===== src/rtl/bjp_pkg.sv =====
package bjp_pkg;

  localparam logic [5:0] OP_SPECIAL = 6'd0;
  localparam logic [5:0] OP_REGIMM  = 6'd1;
  localparam logic [5:0] OP_J       = 6'd2;
  localparam logic [5:0] OP_JAL     = 6'd3;
  localparam logic [5:0] OP_BEQ     = 6'd4;
  localparam logic [5:0] OP_BNE     = 6'd5;
  localparam logic [5:0] OP_BLEZ    = 6'd6;
  localparam logic [5:0] OP_BGTZ    = 6'd7;
  localparam logic [5:0] OP_BEQL    = 6'd20;
  localparam logic [5:0] OP_BNEL    = 6'd21;
  localparam logic [5:0] OP_BLEZL   = 6'd22;
  localparam logic [5:0] OP_BGTZL   = 6'd23;

  localparam logic [5:0] FN_JR      = 6'd8;
  localparam logic [5:0] FN_JALR    = 6'd9;

  typedef enum logic [3:0] {
    CF_NONE,
    CF_EQ,
    CF_NE,
    CF_LEZ,
    CF_GTZ,
    CF_LTZ,
    CF_GEZ,
    CF_JABS,
    CF_JREG
  } cf_kind_e;

  typedef struct packed {
    cf_kind_e kind;
    logic     likely;
    logic     link_ra;
    logic     link_rd;
  } cf_dec_t;

endpackage


===== src/rtl/bjp_decode.sv =====
module bjp_decode
  import bjp_pkg::*;
#(
  parameter int OP_W  = 6,
  parameter int REG_AW = 5,
  parameter int FN_W  = 6
) (
  input  logic [OP_W-1:0]   opcode,
  input  logic [REG_AW-1:0] rt_fld,
  input  logic [FN_W-1:0]   funct,
  output cf_dec_t           dec
);

  // Under the register-immediate opcode, rt[3:2] must be zero; rt[0] picks
  // ">= 0" versus "< 0", rt[1] marks the likely form, rt[4] marks linking.
  localparam logic [REG_AW-1:0] RI_RSVD_MASK = REG_AW'(5'b01100);

  always_comb begin
    dec.kind    = CF_NONE;
    dec.likely  = 1'b0;
    dec.link_ra = 1'b0;
    dec.link_rd = 1'b0;
    case (opcode)
      OP_SPECIAL: begin
        if (funct == FN_JR) begin
          dec.kind = CF_JREG;
        end else if (funct == FN_JALR) begin
          dec.kind    = CF_JREG;
          dec.link_rd = 1'b1;
        end
      end
      OP_REGIMM: begin
        if ((rt_fld & RI_RSVD_MASK) == '0) begin
          dec.kind    = rt_fld[0] ? CF_GEZ : CF_LTZ;
          dec.likely  = rt_fld[1];
          dec.link_ra = rt_fld[REG_AW-1];
        end
      end
      OP_J: begin
        dec.kind = CF_JABS;
      end
      OP_JAL: begin
        dec.kind    = CF_JABS;
        dec.link_ra = 1'b1;
      end
      OP_BEQ:   dec.kind = CF_EQ;
      OP_BNE:   dec.kind = CF_NE;
      OP_BLEZ:  dec.kind = CF_LEZ;
      OP_BGTZ:  dec.kind = CF_GTZ;
      OP_BEQL: begin
        dec.kind   = CF_EQ;
        dec.likely = 1'b1;
      end
      OP_BNEL: begin
        dec.kind   = CF_NE;
        dec.likely = 1'b1;
      end
      OP_BLEZL: begin
        dec.kind   = CF_LEZ;
        dec.likely = 1'b1;
      end
      OP_BGTZL: begin
        dec.kind   = CF_GTZ;
        dec.likely = 1'b1;
      end
      default: ;
    endcase
  end

endmodule


===== src/rtl/bjp_cond.sv =====
module bjp_cond
  import bjp_pkg::*;
#(
  parameter int XLEN = 32
) (
  input  cf_kind_e          kind,
  input  logic [XLEN-1:0]   opa,
  input  logic [XLEN-1:0]   opb,
  output logic              cond_true
);

  logic a_neg;
  logic a_zero;
  logic a_eq_b;

  always_comb begin
    a_neg  = opa[XLEN-1];
    a_zero = (opa == '0);
    a_eq_b = (opa == opb);
  end

  always_comb begin
    case (kind)
      CF_EQ:   cond_true = a_eq_b;
      CF_NE:   cond_true = !a_eq_b;
      CF_LEZ:  cond_true = a_neg || a_zero;
      CF_GTZ:  cond_true = !a_neg && !a_zero;
      CF_LTZ:  cond_true = a_neg;
      CF_GEZ:  cond_true = !a_neg;
      CF_JABS: cond_true = 1'b1;
      CF_JREG: cond_true = 1'b1;
      default: cond_true = 1'b0;
    endcase
  end

endmodule


===== src/rtl/bjp_target.sv =====
module bjp_target
  import bjp_pkg::*;
#(
  parameter int XLEN  = 32,
  parameter int IDX_W = 26,
  parameter int OFF_W = 16
) (
  input  cf_kind_e        kind,
  input  logic            taken,
  input  logic [XLEN-1:0] pc,
  input  logic [IDX_W-1:0] idx,
  input  logic [XLEN-1:0] reg_tgt,
  output logic [XLEN-1:0] target,
  output logic [XLEN-1:0] ret_addr,
  output logic            misalign
);

  localparam int SEXT_W = XLEN - OFF_W - 2;
  localparam int HI_W   = XLEN - IDX_W - 2;

  logic [XLEN-1:0] slot_pc;
  logic [XLEN-1:0] rel_tgt;
  logic [XLEN-1:0] abs_tgt;
  logic [XLEN-1:0] dest;
  logic [OFF_W-1:0] off;

  always_comb begin
    off      = idx[OFF_W-1:0];
    slot_pc  = pc + XLEN'(4);
    ret_addr = pc + XLEN'(8);
    rel_tgt  = slot_pc + {{SEXT_W{off[OFF_W-1]}}, off, 2'b00};
    abs_tgt  = {slot_pc[XLEN-1 -: HI_W], idx, 2'b00};
  end

  always_comb begin
    case (kind)
      CF_JABS: dest = abs_tgt;
      CF_JREG: dest = reg_tgt;
      default: dest = rel_tgt;
    endcase
    target   = taken ? dest : ret_addr;
    misalign = (kind == CF_JREG) && (reg_tgt[1:0] != 2'b00);
  end

endmodule


===== src/rtl/bjp_next_pc.sv =====
module bjp_next_pc
  import bjp_pkg::*;
#(
  parameter int XLEN     = 32,
  parameter int REG_AW   = 5,
  parameter int LINK_REG = 31
) (
  input  logic [31:0]       insn,
  input  logic [XLEN-1:0]   br_pc,
  input  logic [XLEN-1:0]   rs_val,
  input  logic [XLEN-1:0]   rt_val,
  output logic              taken,
  output logic [XLEN-1:0]   target,
  output logic              link_en,
  output logic [REG_AW-1:0] link_reg,
  output logic [XLEN-1:0]   link_value,
  output logic              annul_delay_slot,
  output logic              misalign_exc
);

  localparam int IDX_W = 26;

  cf_dec_t         dec;
  logic            cond_true;
  logic            link_req;
  logic [REG_AW-1:0] link_dst;

  bjp_decode #(.OP_W(6), .REG_AW(REG_AW), .FN_W(6)) u_dec (
    .opcode (insn[31:26]),
    .rt_fld (insn[20:16]),
    .funct  (insn[5:0]),
    .dec    (dec)
  );

  bjp_cond #(.XLEN(XLEN)) u_cond (
    .kind      (dec.kind),
    .opa       (rs_val),
    .opb       (rt_val),
    .cond_true (cond_true)
  );

  bjp_target #(.XLEN(XLEN), .IDX_W(IDX_W), .OFF_W(16)) u_tgt (
    .kind     (dec.kind),
    .taken    (cond_true),
    .pc       (br_pc),
    .idx      (insn[IDX_W-1:0]),
    .reg_tgt  (rs_val),
    .target   (target),
    .ret_addr (link_value),
    .misalign (misalign_exc)
  );

  always_comb begin
    taken            = cond_true;
    link_req         = dec.link_ra || dec.link_rd;
    link_dst         = dec.link_rd ? insn[15:11] : REG_AW'(LINK_REG);
    link_reg         = link_dst;
    link_en          = link_req && (link_dst != '0);
    annul_delay_slot = dec.likely && !cond_true;
  end

  // Checks across decoder, condition and target logic.
  always_comb begin
    if (misalign_exc) begin
      a_r5_misalign_taken: assert (taken && target[1:0] != 2'b00)
        else $error("R5: misalign without taken unaligned target");
    end
    if (annul_delay_slot) begin
      a_r8_annul_not_taken: assert (!taken)
        else $error("R8: annul raised on taken branch");
    end
    if (link_en) begin
      a_r7_link_nonzero: assert (link_reg != '0)
        else $error("R7: link to register 0");
    end
    if (!taken) begin
      a_r3_fallthrough: assert (target == link_value)
        else $error("R3: not-taken target differs from pc+8");
    end
    if (dec.kind == CF_JABS || dec.kind == CF_JREG) begin
      a_r10_jump_taken: assert (taken)
        else $error("R10: jump not taken");
    end
  end

endmodule


===== config.mk =====
export PLATFORM = sky130hd
export DESIGN_NAME = bjp_next_pc
export DESIGN_NICKNAME = d
export VERILOG_FILES = /design/src/rtl/bjp_pkg.sv /design/src/rtl/bjp_decode.sv /design/src/rtl/bjp_cond.sv /design/src/rtl/bjp_target.sv /design/src/rtl/bjp_next_pc.sv
export SDC_FILE = /design/constraint.sdc
export NUM_CORES = 1
export LEC_CHECK = 0
export ABC_CLOCK_PERIOD_IN_PS = 5400
export CAP_MARGIN = 20
export CELL_PAD_IN_SITES_DETAIL_PLACEMENT = 1
export CELL_PAD_IN_SITES_GLOBAL_PLACEMENT = 1
export CORE_MARGIN = 2
export CORE_UTILIZATION = 46
export DETAILED_ROUTE_END_ITERATION = 10
export DONT_BUFFER_PORTS = 1
export GPL_ROUTABILITY_DRIVEN = 0
export PLACE_DENSITY_LB_ADDON = 0.1
export SLEW_MARGIN = 20
export SYNTH_ARGS = -nofsm -noshare
export SYNTH_HDL_FRONTEND = slang
export SYNTH_SLANG_ARGS = --single-unit

===== constraint.sdc =====
create_clock -name vclk -period 5.4
set_input_delay 1.08 -clock vclk [all_inputs]
set_output_delay 1.08 -clock vclk [all_outputs]
set_load 0.005 [all_outputs]

==> out/metrics.cfg, run 1 <==
[run]
drv_cap = 0

[timing]
setup_viol = 0
finalHoldViolCount = 0
max_slew_margin_pct = 46.62
max_clock_freq_mhz = 190.5
worst_pin_slew_ns = 0.7946
fin_crit_ns = 5.249
fin_crit_sh_pct = 97.20
drv_slew = 0

[power]
p_int_mw = 0.1764
p_clk_share_pct = 0
p_total_mw = 0.4120
p_seq_share_pct = 0
p_sw_share_pct = 57.20
pwr-share-comb_pct = 100.0
p_sw_mw = 0.2357
p_leak_nw = 1.800
power_density_nw_per_um2 = 90.95
peakVddDrop_v = 0.00003761

[synthesis]
synth_area_leader_cell = xor2_1
yosysSeqAreaShare_pct = 0
postSynthAreaPerCell_um2 = 6.562
synth.most_common_cell = nor2_1
yosys-top-cells-count = 86 x nor2_1, 68 x xor2_1, 54 x nand2_1
syn-cell-area_um2 = 4160
yosysWarnings = 0
netlist_instances = 634
syn_nets = 798
synth_cell_type_count = 72
netlist_top_cells_area = xor2_1 14%, ha_1 11%, xnor2_1 8.6%
synth_top_area_share_pct = 14.32

[die]
start_util_pct = 47.47
dieHeight_um = 99.10
num_io_pins = 201
dieArea_um2 = 9821
chipWidth_um = 99.10
core_area_um2 = 8763
rows = 34

[critical_path]
required_ns = 4.32
path_class = primary input to primary output
crit_arrival_ns = 4.17
crit_chain = ha_1 -> nand3_2 -> nor3_4 -> buf_4 -> nand3_1 -> nor2_2 -> nand3_2 -> xnor2_2 -> ha_2 -> a211o_1 -> o32a_1 -> a2111o_1 -> a21oi_2 -> o21ai_1 -> mux2i_1 -> a31oi_1
startpoint_type = primary input
path_max_fanout = 4
cpMostUsedCell = nand3_2
cpPeakStageDelay_ns = 0.40
cp_slowest_cell = a2111o_1
cp-end-kind = primary output

[hold_path]
hp-start = br_pc[0]
min_to = link_value[0]
whs_path_depth = 0
min_path_type = primary input to primary output

[final_layout]
drive_above_1_share_pct = 13.56
nets = 800
layout-area-overhead-vs-synth_pct = 8.902
final_cells = 742
num-clock-buffers = 0
nFlopsAndLatches = 0
seq_area_um2 = 0
fin_util_pct = 51.70
antenna_cells = 0

[global_route]
grt_max_degree = 44
grt_use_total_pct = 35.97
grt_pass1_vias = 5300
grt-ovfl-total = 0
grt_pass1_wl_um = 28320
antenna_found_initial = 0

[drt]
dr.pass1.iters = 5
wl_um = 18890
ant_nets = 0
remaining_drc_errors = 0
drtIter0Drc = 320
viasPerCell = 6.920
vias = 5135
wl_per_cell_um = 25.46

[placement]
io_buffers = 0
dp.cells = 739
hpwlAfterDp_um = 16010

[cts]
holdBufCountCts = 0

[outcome]
status = complete, no violations

[cells by family after synthesis]
logic type                 share of synthesized area, %
muxes                                            0.7519
adders and majority gates                         11.01
buffers and inverters                             5.834
AOI/OAI and AO/OA                                 26.29
and+or+nand+nor                                   33.17
xor gates and xnor gates                          22.95
[layer usage]
metal / share of wire, % / GRT usage [%]
met5: 0 / 0
met4: 4.5 / 13.38
met3: 9.2 / 5.200
met2: 49 / 63.88
met1: 38 / 43.87
[final cells by class]
cell class,instances,area [um^2]
Multi-Input combinational cell,583,4049
Timing Repair Buffer,38,297.8
Tap cell,108,135.1
Fill cell,1209,4233
Inverter,13,48.80
[timing repair]
item | 4_1_cts | 5_1_grt
pin swaps | 1 | 9
gates resized for setup | 0 | 32
setup buffers | 1 | 2
cloned | 0 | 0
endpoints found under the setup margin | 1 | 15
[worst max-delay path by stage]
stage	startpoint	to	slack, ns	cells past startpoint
2_1_floorplan	br_pc[3]	target[30]	0.21	16
5_1_grt	br_pc[2]	target[30]	-0.04	16
3_3_place_gp	br_pc[3]	target[30]	0.09	14
6_report	br_pc[3]	target[30]	0.15	16
3_5_place_dp	br_pc[3]	target[30]	-0.03	14
4_1_cts	br_pc[3]	target[30]	0.02	16
[power by group through the flow]
| stage | combinational (mW) | clock [mW] | sequential [mW] |
|---|---|---|---|
| finish | 0.412 | 0 | 0 |
| CTS | 0.394 | 0 | 0 |
| global placement | 0.378 | 0 | 0 |
| detailed placement | 0.392 | 0 | 0 |
| global route | 0.450 | 0 | 0 |
| floorplan | 0.308 | 0 | 0 |
[stage by stage]
stage	TNS (ns)	setup slack (ns)	hold WS, ns	instance area [um^2]
detailed placement	-0.03095	-0.03095	2.160	4383
global route	-0.05499	-0.03988	2.160	4531
global placement	0	0.08850	2.160	4383
CTS	0	0.02396	2.160	4390
floorplan	0	0.2061	2.194	4160
finish	0	0.1514	2.160	4531
[placed cells by master (no fill, tap or decap), drive strengths merged, types with 19 or more instances in the layout]
master	synthesis	final
a21oi	51	51
nand2	54	54
nand4	22	22
nand3	36	36
buf	19	38
xor2	68	68
ha	35	35
nor4	19	19
xnor2	41	41
nor2	87	87
[critical path: cells and delay by family]
kind | cells | cell delay (ns)
mux | 1 | 0.12
compound gates | 6 | 1.54
simple gates | 5 | 0.69
xor+xnor | 1 | 0.17
fa+ha+maj | 2 | 0.39
buf+inv | 1 | 0.17
Note: power is estimated with default switching activity, not from simulation.
==> run 2, diff against run 1 <==
- CAP_MARGIN: 20 -> 30
- SYNTH_HIERARCHICAL: not set -> 1
==> out/metrics.cfg, run 2 <==
[outcome]
status = complete, no violations  ; unchanged

[placement]
io_buffers = 0  ; unchanged
hpwlAfterDp_um = 16350  ; was 16,010 um

[final_layout]
fin_util_pct = 54.30  ; was 51.70%
seq_area_um2 = 0  ; unchanged
nets = 835  ; was 800
final_cell_mix = 73 x buf_4, 64 x nor2_1, 59 x xor2_1, 55 x nand2_1, 53 x a21oi_1  ; was 82 x nor2_1, 67 x xor2_1, 53 x nand2_1, 44 x a21oi_1, 40 x xnor2_1
antenna_cells = 0  ; unchanged
nFlopsAndLatches = 0  ; unchanged
mostFrequentLayoutCell = buf_4  ; was nor2_1
multi_input_area_um2 = 4229  ; was 4049 um^2
num-clock-buffers = 0  ; unchanged
layout-area-overhead-vs-synth_pct = 15.79  ; was 8.902%
drive_above_1_share_pct = 18.39  ; was 13.56%
fill_cells = 1192  ; was 1,209

[critical_path]
path_max_fanout = 6  ; was 4
required_ns = 4.32  ; about the same
cp_top_family = simple AND/OR/NAND/NOR gates  ; was compound AO/OA/AOI/OAI gates
crit_arrival_ns = 4.20  ; was 4.17 ns
crit_chain = nand4_1 -> nor4_4 -> buf_4 -> and3_4 -> and3_4 -> nand4_1 -> xnor2_2 -> ha_1 -> nand2_2 -> o21ai_1 -> nand4b_1 -> a31o_2 -> a2111oi_4 -> buf_4 -> o211ai_2  ; was ha_1 -> nand3_2 -> nor3_4 -> buf_4 -> nand3_1 -> nor2_2 -> nand3_2 -> xnor2_2 -> ha_2 -> a211o_1 -> o32a_1 -> a2111o_1 -> a21oi_2 -> o21ai_1 -> mux2i_1 -> a31oi_1
startpoint_type = primary input  ; unchanged
path_class = primary input to primary output  ; unchanged
cp_slowest_cell = a2111oi_4  ; was a2111o_1
crit_buf_inv = 2  ; was 1
cpPeakStageDelay_ns = 0.45  ; was 0.40 ns
cp-end-kind = primary output  ; unchanged

[die]
chipWidth_um = 100.4  ; was 99.10 um
core_area_um2 = 9109  ; was 8763 um^2
start_util_pct = 46.90  ; was 47.47%
dieHeight_um = 100.4  ; was 99.10 um
dieArea_um2 = 10070  ; was 9821 um^2
rows = 35  ; was 34
num_io_pins = 201  ; unchanged

[synthesis]
synth_cell_type_count = 77  ; was 72
synthSimpleGateAreaFrac_pct = 32.60  ; was 33.17%
syn-cell-area_um2 = 4272  ; was 4160 um^2
yosys-top-cells-count = 65 x nor2_1, 59 x xor2_1, 57 x a21oi_1  ; was 86 x nor2_1, 68 x xor2_1, 54 x nand2_1
syn_nets = 797  ; was 798
synthMuxAreaShare_pct = 0.9666  ; was 0.7519%
yosysSeqAreaShare_pct = 0  ; unchanged
yosysWarnings = 6  ; was 0
synth_area_leader_cell = xor2_1  ; unchanged
synth_top_family_by_area = simple AND/OR/NAND/NOR gates  ; unchanged
postSynthAreaPerCell_um2 = 6.748  ; was 6.562 um^2
synth_compound_area_share_pct = 28.65  ; was 26.29%
synth.most_common_cell = nor2_1  ; unchanged
netlist_instances = 633  ; was 634
netlist_top_cells_area = xor2_1 12%, ha_1 10%, xnor2_1 9.8%  ; was xor2_1 14%, ha_1 11%, xnor2_1 8.6%
synth_top_area_share_pct = 12.10  ; was 14.32%
synth_xor_area_share_pct = 22.32  ; was 22.95%
synth_adder_area_share_pct = 10.72  ; was 11.01%

[timing]
worst_pin_slew_ns = 0.6320  ; was 0.7946 ns
max_clock_freq_mhz = 189.3  ; was 190.5 MHz
setup_viol = 0  ; unchanged
finalHoldViolCount = 0  ; unchanged
drv_slew = 0  ; unchanged
finalSetupTns_ns = 0  ; unchanged
fin_crit_sh_pct = 97.81  ; was 97.20%
fin_crit_ns = 5.282  ; was 5.249 ns
max_slew_margin_pct = 57.87  ; was 46.62%

[power]
power_density_nw_per_um2 = 97.10  ; was 90.95 nW/um^2
p_leak_nw = 2.065  ; was 1.800 nW
peakVddDrop_v = 0.00004382  ; was 0.00003761 V
p_total_mw = 0.4803  ; was 0.4120 mW

[global_route]
antenna_found_initial = 0  ; unchanged
grt_use_total_pct = 36.97  ; was 35.97%
grt_pass1_wl_um = 29360  ; was 28,320 um
globalRouteMet1Util_pct = 45.26  ; was 43.87%
grt.busiest_layer = met2  ; unchanged
use_met3_pct = 7.173  ; was 5.200%
met2_usage_pct = 65.41  ; was 63.88%
grt-ovfl-total = 0  ; unchanged
grt_max_degree = 43  ; was 44
grt_pass1_vias = 5401  ; was 5,300

[hold_path]
min_to = link_value[0]  ; unchanged
hp-start = br_pc[0]  ; unchanged
whs_path_depth = 0  ; unchanged
min_path_type = primary input to primary output  ; unchanged

[drt]
viasPerCell = 6.877  ; was 6.920
wl_per_cell_um = 25.69  ; was 25.46 um
remaining_drc_errors = 0  ; unchanged
drtIter0Drc = 348  ; was 320
dr.pass1.iters = 5  ; unchanged
ant_nets = 0  ; unchanged
vias = 5364  ; was 5,135
wl_um = 20040  ; was 18,890 um

[run]
drv_cap = 0  ; unchanged

[cts]
holdBufCountCts = 0  ; unchanged

-- run 2: cell type report --
| type | count | share of cell area (%) |
|---|---|---|
| multi-input combinational | 588 | 85.50 |
| inverter | 8 | 0.6071 |
| tap | 111 | 2.808 |
| timing repair buffer | 73 | 11.08 |
-- run 2: power by group --
group | switching [mW] | internal, mW | total (mW)
Clock | 0 | 0 | 0
Combinational | 0.269 | 0.211 | 0.480
Sequential | 0 | 0 | 0
-- run 2: timing repair --
| action | in CTS | in global routing |
|---|---|---|
| endpoints found under the setup margin | 4 | 14 |
| setup buffers | 0 | 5 |
| pin swaps | 4 | 11 |
| gates resized for setup | 12 | 22 |
-- run 2: stage by stage --
stage / instance area, um^2 / std cells / hold WS [ns] / worst slack [ns]
after floorplan: 4272 / 633 / 2.187 / 0.1139
after global placement: 4750 / 774 / 2.160 / -0.08035
after detailed placement: 4750 / 774 / 2.160 / -0.2004
after CTS: 4807 / 774 / 2.160 / 0.004961
after global routing: 4946 / 780 / 2.160 / -0.02839
final: 4946 / 780 / 2.160 / 0.1182
-- run 2: kinds of logic (layout without fill, tap and decap cells) --
kind of cell / after synthesis / after routing
compound gates: 179 / 179
xor+xnor: 108 / 108
fa+ha+maj: 36 / 36
buf+inv: 45 / 81
mux: 4 / 4
simple gates: 261 / 261
-- run 2: layer usage --
metal	vias to the layer above	part of all wire, %
met5	-	0
met4	0	3.3
met3	43	10
met2	285	48
met1	2606	38
li1	2430	-
-- run 2: how the worst max path moves through the flow --
stage / end / cells after the start / startpoint / slack [ns]
floorplan: target[29] / 16 / br_pc[3] / 0.11
global placement: target[31] / 18 / br_pc[3] / -0.08
detailed placement: target[31] / 19 / br_pc[3] / -0.20
CTS: target[29] / 16 / br_pc[3] / 0.005
global route: target[20] / 10 / insn[19] / -0.03
finish: target[29] / 15 / br_pc[12] / 0.12
